### config.mk
export PLATFORM = sky130hd
export DESIGN_NAME = sref_ctrl
export DESIGN_NICKNAME = d
export VERILOG_FILES = /design/src/rtl/sref_pkg.sv /design/src/rtl/sref_datapath.sv /design/src/rtl/sref_control.sv /design/src/rtl/sref_ctrl.sv
export SDC_FILE = /design/constraint.sdc
export NUM_CORES = 1
export LEC_CHECK = 0
export CORE_ASPECT_RATIO = 1.5
export CORE_MARGIN = 2
export CORE_UTILIZATION = 29
export DETAILED_ROUTE_END_ITERATION = 10
export DONT_BUFFER_PORTS = 1
export PLACE_DENSITY = 0.44
export SETUP_SLACK_MARGIN = 0.2
export SLEW_MARGIN = 20
export SYNTH_ARGS = -nofsm -noshare
export SYNTH_HDL_FRONTEND = slang
export SYNTH_SLANG_ARGS = --single-unit
export TNS_END_PERCENT = 20
### constraint.sdc
create_clock -name clk -period 3.8 [get_ports clk]
set_clock_uncertainty 0.1 [all_clocks]
set_input_delay 0.19 -clock clk [delete_from_list [all_inputs] [get_ports clk]]
set_output_delay 0.19 -clock clk [all_outputs]
set_load 0.02 [all_outputs]
### src/rtl/sref_pkg.sv
package sref_pkg;
  typedef enum logic [1:0] {ST_IDLE, ST_ENTER, ST_SELF, ST_EXIT} srefState_t;

  typedef struct packed {
    logic acceptCmd;
    logic latchCfg;
    logic loadRes;
    logic loadXsr;
    logic decCnt;
    logic clearCmd;
  } srefStrb_t;
endpackage

### src/rtl/sref_datapath.sv
module sref_datapath
  import sref_pkg::*;
#(
  parameter int FIELD_W = 4
) (
  input  logic               clk,
  input  logic               rstN,
  input  srefStrb_t          strb,
  input  logic               cfgWe,
  input  logic               cfgCmd,
  input  logic [FIELD_W-1:0] cfgMinRes,
  input  logic [FIELD_W-1:0] cfgExitDly,
  output logic               cmdBit,
  output logic               cntLast
);
  localparam logic [FIELD_W-1:0] ONE = FIELD_W'(1);

  logic [FIELD_W-1:0] shRes, shXsr;
  logic [FIELD_W-1:0] actRes, actXsr;
  logic [FIELD_W-1:0] cnt;

  function automatic logic [FIELD_W-1:0] atLeastOne(input logic [FIELD_W-1:0] v);
    return (v == '0) ? ONE : v;
  endfunction

  always_ff @(posedge clk) begin
    if (!rstN) begin
      shRes  <= '0;
      shXsr  <= '0;
      actRes <= '0;
      actXsr <= '0;
    end else begin
      if (cfgWe) begin
        shRes <= cfgMinRes;
        shXsr <= cfgExitDly;
      end
      if (strb.latchCfg) begin
        actRes <= shRes;
        actXsr <= shXsr;
      end
    end
  end

  always_ff @(posedge clk) begin
    if (!rstN) begin
      cmdBit <= 1'b0;
    end else if (strb.clearCmd) begin
      cmdBit <= 1'b0;
    end else if (cfgWe && strb.acceptCmd) begin
      cmdBit <= cfgCmd;
    end
  end

  always_ff @(posedge clk) begin
    if (!rstN) begin
      cnt <= ONE;
    end else if (strb.loadRes) begin
      cnt <= atLeastOne(actRes);
    end else if (strb.loadXsr) begin
      cnt <= atLeastOne(actXsr);
    end else if (strb.decCnt && cnt > ONE) begin
      cnt <= cnt - ONE;
    end
  end

  assign cntLast = (cnt <= ONE);

  assert_clear_wins_R6: assert property (@(posedge clk) disable iff (!rstN)
    strb.clearCmd |=> !cmdBit);
  assert_recovery_nonzero_R5: assert property (@(posedge clk) disable iff (!rstN)
    strb.loadXsr |=> (cnt != '0));
endmodule

### src/rtl/sref_control.sv
module sref_control
  import sref_pkg::*;
(
  input  logic      clk,
  input  logic      rstN,
  input  logic      cmdBit,
  input  logic      cntLast,
  input  logic      accessReq,
  output srefStrb_t strb,
  output logic      ready,
  output logic      csN,
  output logic      rasN,
  output logic      casN,
  output logic      weN,
  output logic      cke
);
  srefState_t state, stateNxt;

  always_ff @(posedge clk) begin
    if (!rstN) state <= ST_IDLE;
    else       state <= stateNxt;
  end

  always_comb begin
    stateNxt = state;
    strb     = '0;
    unique case (state)
      ST_IDLE: begin
        strb.acceptCmd = !cmdBit;
        if (cmdBit) begin
          strb.latchCfg = 1'b1;
          stateNxt      = ST_ENTER;
        end
      end
      ST_ENTER: begin
        strb.loadRes = 1'b1;
        stateNxt     = ST_SELF;
      end
      ST_SELF: begin
        if (cntLast && accessReq) begin
          strb.loadXsr = 1'b1;
          stateNxt     = ST_EXIT;
        end else begin
          strb.decCnt = 1'b1;
        end
      end
      ST_EXIT: begin
        if (cntLast) begin
          strb.clearCmd = 1'b1;
          stateNxt      = ST_IDLE;
        end else begin
          strb.decCnt = 1'b1;
        end
      end
      default: stateNxt = ST_IDLE;
    endcase
  end

  always_comb begin
    ready = 1'b0;
    csN   = 1'b1;
    rasN  = 1'b1;
    casN  = 1'b1;
    weN   = 1'b1;
    cke   = 1'b1;
    unique case (state)
      ST_IDLE:  ready = 1'b1;
      ST_ENTER: begin
        csN  = 1'b0;
        rasN = 1'b0;
        casN = 1'b0;
        cke  = 1'b0;
      end
      ST_SELF:  cke = 1'b0;
      ST_EXIT:  csN = 1'b0;
      default:  ready = 1'b1;
    endcase
  end

  assert_entry_one_cycle_R2: assert property (@(posedge clk) disable iff (!rstN)
    (state == ST_ENTER) |=> (state == ST_SELF));
  assert_min_residency_R4: assert property (@(posedge clk) disable iff (!rstN)
    (state == ST_SELF && !cntLast) |=> (state == ST_SELF));
  assert_recovery_held_R5: assert property (@(posedge clk) disable iff (!rstN)
    (state == ST_EXIT && !cntLast) |=> (state == ST_EXIT));
  assert_bit_held_in_seq_R7: assert property (@(posedge clk) disable iff (!rstN)
    (state != ST_IDLE) |-> cmdBit);
endmodule

### src/rtl/sref_ctrl.sv
module sref_ctrl
  import sref_pkg::*;
#(
  parameter int FIELD_W = 4
) (
  input  logic               clk,
  input  logic               rstN,
  input  logic               cfgWe,
  input  logic               cfgCmd,
  input  logic [FIELD_W-1:0] cfgMinRes,
  input  logic [FIELD_W-1:0] cfgExitDly,
  input  logic               accessReq,
  output logic               ready,
  output logic               status,
  output logic               csN,
  output logic               rasN,
  output logic               casN,
  output logic               weN,
  output logic               cke
);
  srefStrb_t strb;
  logic      cmdBit;
  logic      cntLast;

  sref_datapath #(.FIELD_W(FIELD_W)) uDp (
    .clk        (clk),
    .rstN       (rstN),
    .strb       (strb),
    .cfgWe      (cfgWe),
    .cfgCmd     (cfgCmd),
    .cfgMinRes  (cfgMinRes),
    .cfgExitDly (cfgExitDly),
    .cmdBit     (cmdBit),
    .cntLast    (cntLast)
  );

  sref_control uCtl (
    .clk       (clk),
    .rstN      (rstN),
    .cmdBit    (cmdBit),
    .cntLast   (cntLast),
    .accessReq (accessReq),
    .strb      (strb),
    .ready     (ready),
    .csN       (csN),
    .rasN      (rasN),
    .casN      (casN),
    .weN       (weN),
    .cke       (cke)
  );

  assign status = cmdBit;
endmodule

# [Word-level counts from Yosys, hierarchy flattened]
# Index checks and enable logic that the tools add are counted.
# W data, S select, Z words.
[op_classes] bitwise_logic=1 add_sub_neg=1 n_reduce_logical=12 mux=23 n_eq_ne=6 n_lt_le_gt_ge=2
[ops] operator="$mux W4" count=5
[ops] operator="$mux W1" count=12
[ops] operator="$logic_not A4 Y1" count=2
[ops] operator="$mux W2" count=4
[ops] operator="$pmux W2 S4" count=1
[ops] operator="$reduce_or A2 Y1" count=3
[ops] operator="$eq A2 B2 Y1 const B" count=2
[ops] operator="$gt A4 B1 Y1 const B" count=1
[ops] operator="$le A4 B1 Y1 const B" count=1
[ops] operator="$ne A2 B1 Y1 const B" count=2
[ops] operator="$sub A4 B1 Y4 const B" count=1
[ops] operator="$logic_and A1 B1 Y1" count=3
[ops] operator="$reduce_and A3 Y1" count=1
[ops] operator="$reduce_bool A3 Y1" count=1
[ops] operator="$eq A2 B1 Y1 const B" count=1
[ops] operator="$logic_not A2 Y1" count=1
[ops] operator="$ne A2 B2 Y1 const B" count=1
[ops] operator="$pmux W1 S2" count=1
[ops] operator="$logic_not A1 Y1" count=1
[ops] operator="$not A1 Y1" count=1
[word_totals] output_inout_bits=7 reg_bits=23 word_cells=52 inputBits=13

# [Logic depth before layout (Yosys ltp)]
[depth] word_depth=8 ltp_mapped=8 mapped_depth_nobuf=7

# [By module]
# From an unflattened synthesis, not the netlist that was laid out.
[unflattened] hier_cells=133 area_unflattened_um2=1228.7
[by_module_without_submodules] module="sref_datapath" seq_area_each_um2=420.4 area_per_inst_um2=969.7 instances=1 cells_each=103
[by_module_without_submodules] module="sref_control" seq_area_each_um2=40.0 area_per_inst_um2=259.0 instances=1 cells_each=30

# [Worst setup path before layout]
# OpenSTA, ideal clock, no wires.
[synth_timing] kind="register to register" startpoint="register uCtl.state[0]" endpoint="register uDp.cnt[0]" t_required_ns=3.562 t_arrival_ns=1.577 stages_incl_launch_ff=9 path_slack_ns=1.985 cell_sequence="dfxtp_1 inv_1 ha_1 nand2_1 or4_1 buf_2 mux2i_1 o211ai_1 o211ai_1"
[synth_between] elab_chain_len=4
[synth_lines] item="start, declared" line_no="sref_control.sv:17" text="srefState_t state, stateNxt;"
[synth_lines] item="start signal, assigned" line_no="sref_control.sv:21" text="else state <= stateNxt;"
[synth_lines] item="$eq A2 B2 Y1" line_no="sref_control.sv:27" text="unique case (state)"
[synth_lines] item="$pmux W1 S2 or $mux W1 (tied branches)" line_no="sref_control.sv:27"
[synth_lines] item="$logic_and A1 B1 Y1 or $mux W4 (tied branches)" line_no="sref_datapath.sv:61, sref_datapath.sv:59"
[synth_lines] item="$reduce_bool A3 Y1 (no source line) or $mux W4 (tied branches)"
[synth_lines] item="end signal, assigned" line_no="sref_datapath.sv:58" text="cnt <= atLeastOne(actRes);"
[synth_lines] item="end signal, assigned" line_no="sref_datapath.sv:60" text="cnt <= atLeastOne(actXsr);"
[synth_lines] item="end signal, assigned" line_no="sref_datapath.sv:62" text="cnt <= cnt - ONE;"
[synth_lines] item="end, declared" line_no="sref_datapath.sv:20" text="logic [FIELD_W-1:0] cnt;"
# Several ways; a longest one is shown, not always the timed one.
# A chain may end at the register's enable or synchronous reset.

# [Final worst setup path]
[layout_timing] startpoint="register uCtl.state[1]" endpoint="register uDp.cnt[0]"
# Same word-level chain as after synthesis.

==> impl_results.md <==
- Asr flop ratio synth: 0%
- Top Family by Delay on Critical Path: compound AO/OA/AOI/OAI gates
- DR pass1 iterations: 4
- Ys Warns: 0
- Largest net degree at the start of global routing: 25
- Vias post-DR: 889
- CP Max Fanout: 8
- Hold buffers post-CTS: 13
- HPWL after DPL: 1.76 mm
- Worst Tran Pin Value: 0.768 ns
- CTS Root Cell: clkbuf_8
- Post-synth EDFFs: 0
- Area of the core: 3720 sq um
- Max IR drop VDD: 0.308 mV
- Avg Cell Area, Syn: 8.76 sq um
- Vias in the first global route: 856
- Yosys cell types: 26
- Hold slack: 0.00114 ns
- Pre-CTS WS: 1.78 ns
- H-tree depth: 1
- DRC: 0
- Final TNS setup: 0 ns
- Reg clk slew, reported paths: 0.08 ns
- Dominant cells by area after synthesis: dfxtp_1 40%, mux2i_1 11%, ha_1 6.6%
- Clock Path Buffers: 2
- Fmax: 503 MHz
- Synth Flop Type: dfxtp_1
- CP max stage cell: inv_1
- Antenna diodes: 0
- Initial DRC count: 13
- Worst-path cell chain: inv_1, ha_1, inv_1, o21ai_1, o211ai_1, o211ai_1
- Crit path DAT: 2.00 ns
- Period utilization: 52.3%
- Kind of critical path: reg -> reg
- Sequential share of the synthesized area: 40.4%
- Post-cts resize count: 0
- Antenna Nets Post-Route: 0
- Leak: 0.000545 uW
- Max-slew violations: 0
- RSZ-0062 raised after global routing: false
- Antenna violations before repair: 0
- Final setup viols: 0
- Commonest cells in the netlist: 23 x dfxtp_1, 19 x nand2_1, 12 x mux2i_1
- Clock sinks: 23
- Most common cell in the netlist: dfxtp_1
- Simple-gate area share of the yosys netlist: 19.3%
- Routability cong.: 0.663
- Clock Latency Late Sink: 0.27 ns
- Post-synthesis mux area share: 10.5%
- Nets@finish: 158
- Synthesized instance count: 130
- Routed Wire Length: 2.38 mm
- Drt wl/cell: 13.1 um
- Die Width: 55.2 um
- Number of synthesized register bits: 23
- Worst setup SP type: flip-flop
- Yosys top cell area share: 40.4%
- First-pass GRT wire length: 4.13 mm
- Die height: 80.7 um
- Worst path required time: 3.82 ns
- Io pins: 20
- Initial Util: 30.6%
- Num CTS Buffers: 3
- Crit path largest cell delay: 0.41 ns
- Final WS setup: 1.81 ns
- Worst setup EP type: flip-flop
- Clock tree from TritonCTS: yes
- Adder-cell share of the synthesized area: 6.59%
- Xor-xnor portion of the synthesized cell area: 1.54%
- Synth Area in Compound Gates: 15.2%
- Largest family of logic cells by synthesized area: simple AND/OR/NAND/NOR gates
- Syn_nets: 149
- Total GRT Usage: 12.7%
- Max Cap Violations: 0
- GR Overflow Total: 0
- Crit path time final: 1.99 ns
- Post-CTS Setup Bufs: 0
- Synthesis-to-layout area growth: 16.5%
- Via/cell ratio: 4.91
- Worst min path class: in -> reg
- Die area: 4450 sq um
- Largest area contributor in the netlist: dfxtp_1
- Final Hold Viols: 0
- Outcome: completed
- Worst path bufs/invs: 2
- Worst slew margin relative to its limit: 48.6%
- PwrDens: 617 nW/um^2
- Cell Area, Synth: 1140 sq um
- PortBufs: 0
- Layout cells sized above 1: 3.62%
- Floorplan row count: 27
layout by cell type, fill, tap and decap left out, types with 3 or more instances in the layout:
cell type      instances
dlygate4sd3_1         13
nand3_1                8
nand2_1               19
mux2i_1               12
dfxtp_1               23
nor2_1                 5
inv_1                  7
a21boi_0               8
clkbuf_8               3
nor3_1                 4
ha_1                   6
nor2b_1                9
o211ai_1               5
area by class of cell:
class | instances | area, sq um
fill | 412 | 2390
tap | 43 | 53.8
clock buffer | 3 | 41.3
sequential | 23 | 460
clock inverter | 1 | 5.00
timing repair buffer | 13 | 130
multi-input combinational | 91 | 609
inverter | 7 | 26.3
through the flow:
step | instances | instance area, sq um | power (uW) | util [%]
2_1_floorplan | 130 | 1140 | 610 | -
3_3_place_gp | 164 | 1150 | 660 | 30.9
3_5_place_dp | 164 | 1150 | 662 | 30.9
4_1_cts | 181 | 1330 | 835 | 35.7
5_1_grt | 181 | 1330 | 892 | 35.7
6_report | 181 | 1330 | 819 | 35.7
path summary, 6_finish.rpt:
path | startpoint | to | slack [ns] | cells past startpoint
max | uCtl.state[1] | uDp.cnt[0] | 1.81 | 6
min reg2reg | uDp.actRes[0] | uDp.actRes[0] | 0.38 | 2
max reg2reg | uCtl.state[1] | uDp.cnt[0] | 1.81 | 6
min | cfgWe | uDp.shXsr[3] | 0.001 | 2
metal layers:
layer	up-vias	GRT usage [%]	wire, um
met5	-	0	0
met4	0	5.85	48
met3	5	2.76	85
met2	12	22.4	1250
met1	413	14.0	995
li1	459	-	-
flip-flops by register name, indices dropped and copies added, names as in the netlist:
name        count
uDp.cmdBit      1
uDp.actRes      4
uDp.cnt         4
uDp.shRes       4
uCtl.state      2
uDp.shXsr       4
uDp.actXsr      4
report_power, final:
group | total (uW) | switching, uW | internal (uW) | leakage [uW]
clock | 155 | 81.2 | 73.4 | 0.0000255
combinational | 341 | 214 | 126 | 0.000331
sequential | 324 | 44.8 | 279 | 0.000188
cells by family after synthesis:
kind of cell | after synthesis
buffers and inverters | 16
multiplexers | 12
adder cells (fa/ha/maj) | 6
flip-flops | 23
XOR/XNOR | 2
AND/OR/NAND/NOR | 47
other | 1
AO/OA/AOI/OAI | 23
Note: power is estimated with default switching activity, not from simulation.
